[config.mk]
export PLATFORM = sky130hd
export DESIGN_NAME = led_status_drv
export DESIGN_NICKNAME = d
export VERILOG_FILES = /design/src/rtl/led_drv_pkg.sv /design/src/rtl/crs_sync.sv /design/src/rtl/act_stretch.sv /design/src/rtl/led_out_stage.sv /design/src/rtl/led_status_drv.sv
export SDC_FILE = /design/constraint.sdc
export NUM_CORES = 1
export LEC_CHECK = 0
export ABC_CLOCK_PERIOD_IN_PS = 2200
export BUFFER_PORTS_ARGS = -buffer_cell sky130_fd_sc_hd__buf_2
export CAP_MARGIN = 25
export CORE_AREA = 2 2 60 62
export DETAILED_ROUTE_END_ITERATION = 16
export DIE_AREA = 0 0 62 64
export GPL_ROUTABILITY_DRIVEN = 0
export GPL_TIMING_DRIVEN = 0
export PLACE_DENSITY = 0.68
export RECOVER_POWER = 25
export SLEW_MARGIN = 25
export SYNTH_ARGS = -nofsm -noshare
export SYNTH_HDL_FRONTEND = slang
export SYNTH_SLANG_ARGS = --single-unit
[constraint.sdc]
create_clock -name clk_i -period 2.2 [get_ports clk_i]
set_input_delay 0.66 -clock clk_i [delete_from_list [all_inputs] [get_ports clk_i]]
set_output_delay 0.66 -clock clk_i [all_outputs]
set_load 0.1 [all_outputs]
[src/rtl/led_drv_pkg.sv]
package led_drv_pkg;
  localparam int NUM_LED  = 4;
  localparam int LED_ACT  = 0;
  localparam int LED_LINK = 1;
  localparam int LED_SPD  = 2;
  localparam int LED_FDX  = 3;
endpackage

[src/rtl/crs_sync.sv]
module crs_sync #(
  parameter int STAGES = 2
) (
  input  logic clk_i,
  input  logic rst_ni,
  input  logic d_i,
  output logic q_o
);
  logic [STAGES-1:0] sh_q;

  always_ff @(posedge clk_i or negedge rst_ni) begin
    if (!rst_ni) sh_q <= '0;
    else         sh_q <= {sh_q[STAGES-2:0], d_i};
  end

  assign q_o = sh_q[STAGES-1];
endmodule

[src/rtl/act_stretch.sv]
module act_stretch #(
  parameter int HOLD_CYC = 6_400_000
) (
  input  logic clk_i,
  input  logic rst_ni,
  input  logic crs_s_i,
  output logic act_o
);
  localparam int CW = $clog2(HOLD_CYC + 1);

  logic [CW-1:0] cnt_q;

  always_ff @(posedge clk_i or negedge rst_ni) begin
    if (!rst_ni)             cnt_q <= '0;
    else if (crs_s_i)        cnt_q <= CW'(HOLD_CYC);
    else if (cnt_q != '0)    cnt_q <= cnt_q - 1'b1;
  end

  assign act_o = crs_s_i || (cnt_q != '0);

  // carrier reloads full hold
  a_r6_reload: assert property (@(posedge clk_i) disable iff (!rst_ni)
    crs_s_i |=> cnt_q == CW'(HOLD_CYC));
  // hold counts down one per cycle
  a_r5_countdown: assert property (@(posedge clk_i) disable iff (!rst_ni)
    (!crs_s_i && cnt_q != '0) |=> cnt_q == $past(cnt_q) - 1'b1);
endmodule

[src/rtl/led_out_stage.sv]
module led_out_stage #(
  parameter int N = 4
) (
  input  logic         clk_i,
  input  logic         rst_ni,
  input  logic [N-1:0] on_i,
  input  logic [N-1:0] pol_i,
  output logic [N-1:0] led_o
);
  logic [N-1:0] on_q;

  for (genvar g = 0; g < N; g++) begin : g_led
    always_ff @(posedge clk_i or negedge rst_ni) begin
      if (!rst_ni) on_q[g] <= 1'b0;
      else         on_q[g] <= on_i[g];
    end
    // pol 1: active low
    assign led_o[g] = on_q[g] ^ pol_i[g];
  end

  // inactive level during reset
  a_r3_rst_inactive: assert property (@(posedge clk_i)
    !rst_ni |-> led_o == pol_i);
  // one register from intent to pin
  a_r1_pin_follows: assert property (@(posedge clk_i) disable iff (!rst_ni)
    $past(rst_ni) |-> led_o == ($past(on_i) ^ pol_i));
endmodule

[src/rtl/led_status_drv.sv]
module led_status_drv
  import led_drv_pkg::*;
#(
  parameter int HOLD_CYC = 6_400_000
) (
  input  logic               clk_i,
  input  logic               rst_ni,
  input  logic [NUM_LED-1:0] strap_i,
  input  logic               crs_i,
  input  logic               link10_i,
  input  logic               link100_i,
  input  logic               speed100_i,
  input  logic               an_busy_i,
  input  logic               isolate_i,
  input  logic               full_dup_i,
  output logic [NUM_LED-1:0] led_o
);
  logic [NUM_LED-1:0] strap_q;
  logic [NUM_LED-1:0] pol;
  logic [NUM_LED-1:0] on_vec;
  logic               crs_s;
  logic               act_on;
  logic               link_ok;

  // load while in reset, frozen after release
  always_ff @(posedge clk_i) begin
    if (!rst_ni) strap_q <= strap_i;
  end

  assign pol = rst_ni ? strap_q : strap_i;

  crs_sync #(.STAGES(2)) u_sync (
    .clk_i (clk_i),
    .rst_ni(rst_ni),
    .d_i   (crs_i),
    .q_o   (crs_s)
  );

  act_stretch #(.HOLD_CYC(HOLD_CYC)) u_stretch (
    .clk_i  (clk_i),
    .rst_ni (rst_ni),
    .crs_s_i(crs_s),
    .act_o  (act_on)
  );

  assign link_ok = speed100_i ? link100_i : link10_i;

  always_comb begin
    on_vec           = '0;
    on_vec[LED_ACT]  = act_on;
    on_vec[LED_LINK] = link_ok;
    on_vec[LED_SPD]  = !isolate_i && (speed100_i || an_busy_i);
    on_vec[LED_FDX]  = full_dup_i;
  end

  led_out_stage #(.N(NUM_LED)) u_out (
    .clk_i (clk_i),
    .rst_ni(rst_ni),
    .on_i  (on_vec),
    .pol_i (pol),
    .led_o (led_o)
  );

  // polarity frozen outside reset
  a_r2_strap_frozen: assert property (@(posedge clk_i) disable iff (!rst_ni)
    $past(rst_ni) |-> $stable(strap_q));
  // isolate forces speed LED off
  a_r9_isolate: assert property (@(posedge clk_i) disable iff (!rst_ni)
    ($past(rst_ni) && $past(isolate_i)) |-> led_o[LED_SPD] == strap_q[LED_SPD]);
  // duplex LED tracks input
  a_r10_fdx: assert property (@(posedge clk_i) disable iff (!rst_ni)
    ($past(rst_ni) && $past(full_dup_i)) |-> led_o[LED_FDX] != strap_q[LED_FDX]);
endmodule

==> results of run 1 <==
kinds of logic (layout without fill, tap and decap cells):
kind of cell,count (synthesis),after routing,synth area share
XOR/XNOR,16,16,0.0877
AO/OA/AOI/OAI,22,22,0.0901
buffers and inverters,6,31,0.0251
multiplexers,6,6,0.0415
AND/OR/NAND/NOR,66,66,0.244
adder cells (fa/ha/maj),1,1,0.00783
flip-flops,33,33,0.504
state kept, by name, indices dropped and copies added, names as in the netlist:
signal           flops
strap_q              4
u_out.on_q           4
u_stretch.cnt_q     23
u_sync.sh_q          2
through the flow:
step,hold slack [ns],utilization,worst slack (ns)
after detailed placement,0.354,0.556,-0.709
after global routing,0.0917,0.603,0.00111
after CTS,0.108,0.606,0.0203
after floorplan,0.331,-,-0.0159
after global placement,0.341,0.556,-0.680
final,0.109,0.603,0.0514
repair_timing:
action | CTS | global route
resized for setup | 21 | 7
cloned | 1 | 0
setup endpoints to repair | 4 | 5
endpoints found under the hold margin | 0 | 0
pin swaps | 0 | 4
routing by layer:
metal / vias up / share of wire
met5: - / 0
met4: 0 / 0.026
met3: 11 / 0.054
met2: 37 / 0.50
met1: 590 / 0.42
li1: 582 / -
report_power, final:
group          switching (W)  internal (W)
clock               0.000194      0.000127
combinational       0.000274      0.000203
sequential         0.0000965      0.000671
total               0.000565       0.00100
layout by cell type (no fill, tap or decap), drive strengths merged, types with 2 or more instances in the layout:
master  synthesis  final
dfrtp          29     29
nor2           25     25
buf             1     17
clkbuf          3     12
xor2           11     11
o21ai           6      6
nor4            6      6
or3             5      5
a21oi           5      5
xnor2           5      5
mux2            5      5
nor3            5      5
nand2           4      4
dfxtp           4      4
nand4           3      3
nand2b          3      3
inv             2      2
nor2b           2      2
nand3           2      2
and2            2      2
o211ai          2      2
nand3b          2      2
o31ai           2      2
or4             2      2
or4b            2      2
area by class of cell:
class,instances,area (µm²)
Fill cell,282,1300
Multi-Input combinational cell,111,860
Sequential cell,33,807
Timing Repair Buffer,17,166
Tap cell,46,57.6
Clock buffer,8,48.8
Buffer,4,33.8
Inverter,2,7.51
path summary, 6_finish.rpt:
path	depth (start not counted)	startpoint	to	slack, ns
max in group asynchronous	1	rst_ni	u_stretch.cnt_q[6]	1.21
min in group clk_i	0	u_sync.sh_q[0]	u_sync.sh_q[1]	0.37
hold / removal	1	rst_ni	u_out.on_q[2]	0.11
hold reg to reg	0	u_sync.sh_q[0]	u_sync.sh_q[1]	0.37
setup reg to reg	5	u_stretch.cnt_q[13]	u_stretch.cnt_q[17]	0.11
setup / recovery	4	rst_ni	led_o[0]	0.05
worst max-delay path, delay by kind of cell:
family / cells / cell delay (ns)
XOR/XNOR: 1 / 0.16
buffers and inverters: 2 / 0.32
multiplexers: 1 / 0.34
==> out/qor.yml, run 1 <==
outcome: "finished, final reports clean"
initial_core_util: 0.486
synth_common_cells: "29 x dfrtp_1, 25 x nor2_1, 11 x xor2_1"
crit_type: "primary input to output port"
final_nets: 188
netlist.area_leader.share: 0.454
vias_per_cell: 5.52
skew_ns: 0.00528
synth_warnings: 0
path_max_fanout: 17
cts_max_level: 2
cp_cell_sequence: "buf_16 -> mux2_4 -> xor2_4 -> buf_12"
vias: 1220
syn-cell-area_mm2: 0.00160
max_freq_mhz: 465
rsz0062_at_grt: "false"
synth-seq-cells: 33
top_usage_layer: "met2"
antenna_found_initial: 0
grt_pass1_wl_mm: 5.64
numCtsBuffers: 5
setup_tns_ns: 0
synth-edff-count: 0
clk_pin_slew_ns: 0.09
syn_area_per_cell_um2: 10.7
clockBufferDepth: 2
max_cap_viol_count: 0
synth_flop_cell: "dfrtp_1"
slowest_stage: "mux2_4"
post_cts_buffers: 0
areaGrowthSynthToFinish_pct: 24.0
dp_hpwl_mm: 2.12
dieArea_mm2: 0.00397
diodes: 0
cellPowerDensity_mw_per_mm2: 791
hold_viol_final: 0
ir_worst_vdd_v: 0.000345
end_kind: "output port"
yosysSeqAreaShare: 0.504
synth_cell_types: 42
grt_pass1_vias: 1233
post_dp_cell_area_mm2: 0.00183
num_rows: 21
port_buffers: 16
postCtsHoldBufs: 0
final_cells: 221
slew-limit-headroom: 0.421
wl_per_cell_um: 14.9
grtUsageMet2: 0.302
ant_nets: 0
ys_top_cells_by_area: "dfrtp_1 45%, xor2_1 6.0%, nor2_1 5.9%, dfxtp_1 5.0%, mux2_2 3.5%"
final_area_mm2: 0.00198
ios: 17
synth_most_common_cell: "dfrtp_1"
fp.coreArea_mm2: 0.00328
ctsRootBufferMaster: "clkbuf_4"
grtUsageMet3: 0.0506
finalSetupViolCount: 0
final_layout_size_suffix_gt1_frac: 0.251
die_h_um: 64
grt_max_degree: 18
grt_remaining_overflow: 0
period_share: 0.977
grtUsageTotal: 0.197
tightest_slew_ns: 0.869
drc: 0
critPathMaxStageDelay_ns: 0.34
drt_wl_total_mm: 3.30
clock-sinks: 33
firstDrtPassIters: 4
p_total_w: 0.00157
syn_inst: 150
first_iter_violations: 49
critPathRequiredTime_ns: 1.54
dp_cells: 212
synthesis.nets: 164
async_reset_ff_frac: 0.879
synth_top_area_cell: "dfrtp_1"
fin_crit_ns: 2.15
slew_violations: 0
tritoncts: "done"
grt_util_met1: 0.253
power.leakage_nw: 0.778
clk_latency_ns: 0.34
startpoint_type: "primary input"
crit_arrival_ns: 1.49
hold_path_class: "primary input to asynchronous set/reset pin"
dieWidth_um: 62
Power figures use the tool's default switching activity.
==> run 2, diff against run 1 <==
- ABC_AREA: default -> 1
- CORE_AREA: 2 2 60 62 -> 2 2 63 65
- DIE_AREA: 0 0 62 64 -> 0 0 65 67
==> out/qor.yml, run 2 <==
drt_wl_total_mm: 3.95  # was 3.30 mm
crit_type: "primary input to output port"  # unchanged
cts_max_level: 2  # unchanged
top_register: "u_stretch.cnt_q"  # unchanged
hold_path_class: "primary input to asynchronous set/reset pin"  # unchanged
post_dp_cell_area_mm2: 0.00202  # was 0.00183 mm²
final_common_cell: "nand2_1"  # was dfrtp_1
ant_nets: 0  # unchanged
numCtsBuffers: 5  # unchanged
clk_latency_ns: 0.29  # was 0.34 ns
clkPwrFrac: 0.326  # was 0.205
dieWidth_um: 65  # was 62 µm
syn-cell-area_mm2: 0.00179  # was 0.00160 mm²
async_reset_ff_frac: 0.879  # unchanged
num_rows: 22  # was 21
synth_top_area_cell: "dfrtp_1"  # unchanged
switching_share: 0.333  # was 0.361
ir_worst_vdd_v: 0.000466  # was 0.000345 V
synth_flop_cell: "dfrtp_1"  # unchanged
outcome: "finished, final reports clean"  # unchanged
final_layout_size_suffix_gt1_frac: 0.242  # was 0.251
ctsRootBufferMaster: "clkbuf_8"  # was clkbuf_4
final_cell_mix: "42 x nand2_1, 38 x nor2_1, 29 x dfrtp_1"  # was 28 x dfrtp_1, 25 x nor2_1, 11 x buf_2
synth-edff-count: 0  # unchanged
firstDrtPassIters: 5  # was 4
wl_per_cell_um: 13.5  # was 14.9 µm
synth-seq-cells: 33  # unchanged
path_max_fanout: 17  # unchanged
pwr-share-comb: 0.281  # was 0.305
crit_arrival_ns: 1.51  # was 1.49 ns
skew_ns: 0.00523  # was 0.00528 ns
dp_hpwl_mm: 2.77  # was 2.12 mm
first_iter_violations: 118  # was 49
startpoint_type: "primary input"  # unchanged
p_total_w: 0.00180  # was 0.00157 W
die_h_um: 67  # was 64 µm
synth_cell_types: 29  # was 42
final_nets: 257  # was 188
reg_top3: "u_stretch.cnt_q x23, strap_q x4, u_out.on_q x4"  # unchanged
syn_area_per_cell_um2: 8.19  # was 10.7 µm²
grt_pass1_vias: 1453  # was 1,233
grt_max_degree: 18  # unchanged
syn_inst: 219  # was 150
vias_per_cell: 5.14  # was 5.52
port_buffers: 16  # unchanged
ys_top_cells_by_area: "dfrtp_1 40%, nand2_1 8.8%, nor2_1 7.9%, nand3_1 6.4%, dfxtp_1 4.5%"  # was dfrtp_1 45%, xor2_1 6.0%, nor2_1 5.9%, dfxtp_1 5.0%, mux2_2 3.5%
power_switching_w: 0.000597  # was 0.000565 W
drc: 0  # unchanged
dieArea_mm2: 0.00436  # was 0.00397 mm²
top_usage_layer: "met2"  # unchanged
fp.coreArea_mm2: 0.00361  # was 0.00328 mm²
clk_pin_slew_ns: 0.06  # was 0.09 ns
grtUsageMet3: 0.0524  # was 0.0506
end_kind: "output port"  # unchanged
rsz0062_at_grt: "false"  # unchanged
cellPowerDensity_mw_per_mm2: 812  # was 791 mW/mm²
worstSetupStartpoint: "rst_ni"  # unchanged
synthesis.nets: 233  # was 164
slew-limit-headroom: 0.402  # was 0.421
tritoncts: "done"  # unchanged
synth_common_cells: "42 x nand2_1, 38 x nor2_1, 29 x dfrtp_1"  # was 29 x dfrtp_1, 25 x nor2_1, 11 x xor2_1
fin_crit_ns: 2.17  # was 2.15 ns
final_area_mm2: 0.00221  # was 0.00198 mm²
areaGrowthSynthToFinish_pct: 23.3  # was 24.0%
power.leakage_nw: 1.07  # was 0.778 nW
largest_reg_flops: 23  # unchanged
critPathRequiredTime_ns: 1.54  # about the same
vias: 1502  # was 1,220
synth_warnings: 0  # unchanged
finalSetupViolCount: 0  # unchanged
internal-power_w: 0.00120  # was 0.00100 W
postCtsHoldBufs: 0  # unchanged
yosysSeqAreaShare: 0.449  # was 0.504
tightest_slew_ns: 0.897  # was 0.869 ns
netlist.area_leader.share: 0.404  # was 0.454
grtUsageMet2: 0.344  # was 0.302
initial_core_util: 0.498  # was 0.486
r2r_slack_ns: 0.46  # was 0.11 ns
slew_violations: 0  # unchanged
grt_pass1_wl_mm: 6.64  # was 5.64 mm
synth_most_common_cell: "nand2_1"  # was dfrtp_1
grt_util_met1: 0.259  # was 0.253
hold_viol_final: 0  # unchanged
ios: 17  # unchanged
clockBufferDepth: 2  # unchanged
seq_power_share: 0.392  # was 0.490
max_freq_mhz: 460  # was 465 MHz
r2r_start: "u_stretch.cnt_q[0]"  # was u_stretch.cnt_q[13]
period_share: 0.987  # was 0.977
antenna_found_initial: 0  # unchanged
grt_remaining_overflow: 0  # unchanged
diodes: 0  # unchanged
clock-sinks: 33  # unchanged
grtUsageTotal: 0.212  # was 0.197
hold_ws_ns: 0.176  # was 0.109 ns
max_cap_viol_count: 0  # unchanged
final_util: 0.613  # was 0.603
[run 2: power groups by stage]
stage          Combinational, W  Clock, W  Sequential, W
2_1_floorplan          0.000386         0       0.000704
3_3_place_gp           0.000463         0       0.000714
3_5_place_dp           0.000470         0       0.000715
4_1_cts                0.000513  0.000604       0.000704
5_1_grt                0.000551  0.000626       0.000712
6_report               0.000505  0.000586       0.000704
[run 2: per-layer routing]
| layer | part of all wire | up-vias |
|---|---|---|
| li1 | - | 753 |
| met1 | 0.45 | 707 |
| met2 | 0.48 | 34 |
| met3 | 0.054 | 8 |
| met4 | 0.024 | 0 |
| met5 | 0 | - |
[run 2: area by class of cell]
class                           instances  area (µm²)
Fill cell                             329        1390
Multi-Input combinational cell        161         980
Sequential cell                        33         806
Timing Repair Buffer                   17         151
Inverter                               24        95.1
Clock buffer                            7        86.3
Tap cell                               48        60.1
Clock inverter                          1        30.0
Buffer                                  1        3.75
[run 2: path summary, 6_finish.rpt]
path                                       endpoint  depth (start not counted)
worst max-delay path                       led_o[0]                          4
worst min-delay path            u_stretch.cnt_q[19]                          1
worst max register to register   u_stretch.cnt_q[6]                          7
worst min register to register       u_sync.sh_q[1]                          0
max in group asynchronous        u_stretch.cnt_q[2]                          1
min in group clk_i                   u_sync.sh_q[1]                          0
[run 2: stage by stage]
step	cells	TNS (ns)	worst slack, ns
after floorplan	219	-0.0636	-0.0159
after global placement	283	-2.87	-0.724
after detailed placement	283	-2.90	-0.735
after CTS	292	0	0.0178
after global routing	292	0	0.00136
final	292	0	0.0277
[run 2: logic make-up (layout without fill, tap and decap cells)]
family	count (synthesis)	after routing	synth area share
AOI/OAI and AO/OA	12	12	0.0390
xor gates and xnor gates	5	5	0.0244
adders and majority gates	1	1	0.00697
buffers and inverters	25	50	0.0551
DFF	33	33	0.449
muxes	5	5	0.0314
and+or+nand+nor	138	138	0.394
[run 2: timing repair]
| item | in CTS | in global routing |
|---|---|---|
| setup endpoints to repair | 4 | 0 |
| buffers inserted | 0 | 0 |
| endpoints found under the hold margin | 0 | 0 |
| gates resized for setup | 18 | 0 |
[run 2: critical path, cell delays in order]
cell and delay [ns]:
buf_16 0.14, mux2_4 0.34, xor2_4 0.17, buf_12 0.19
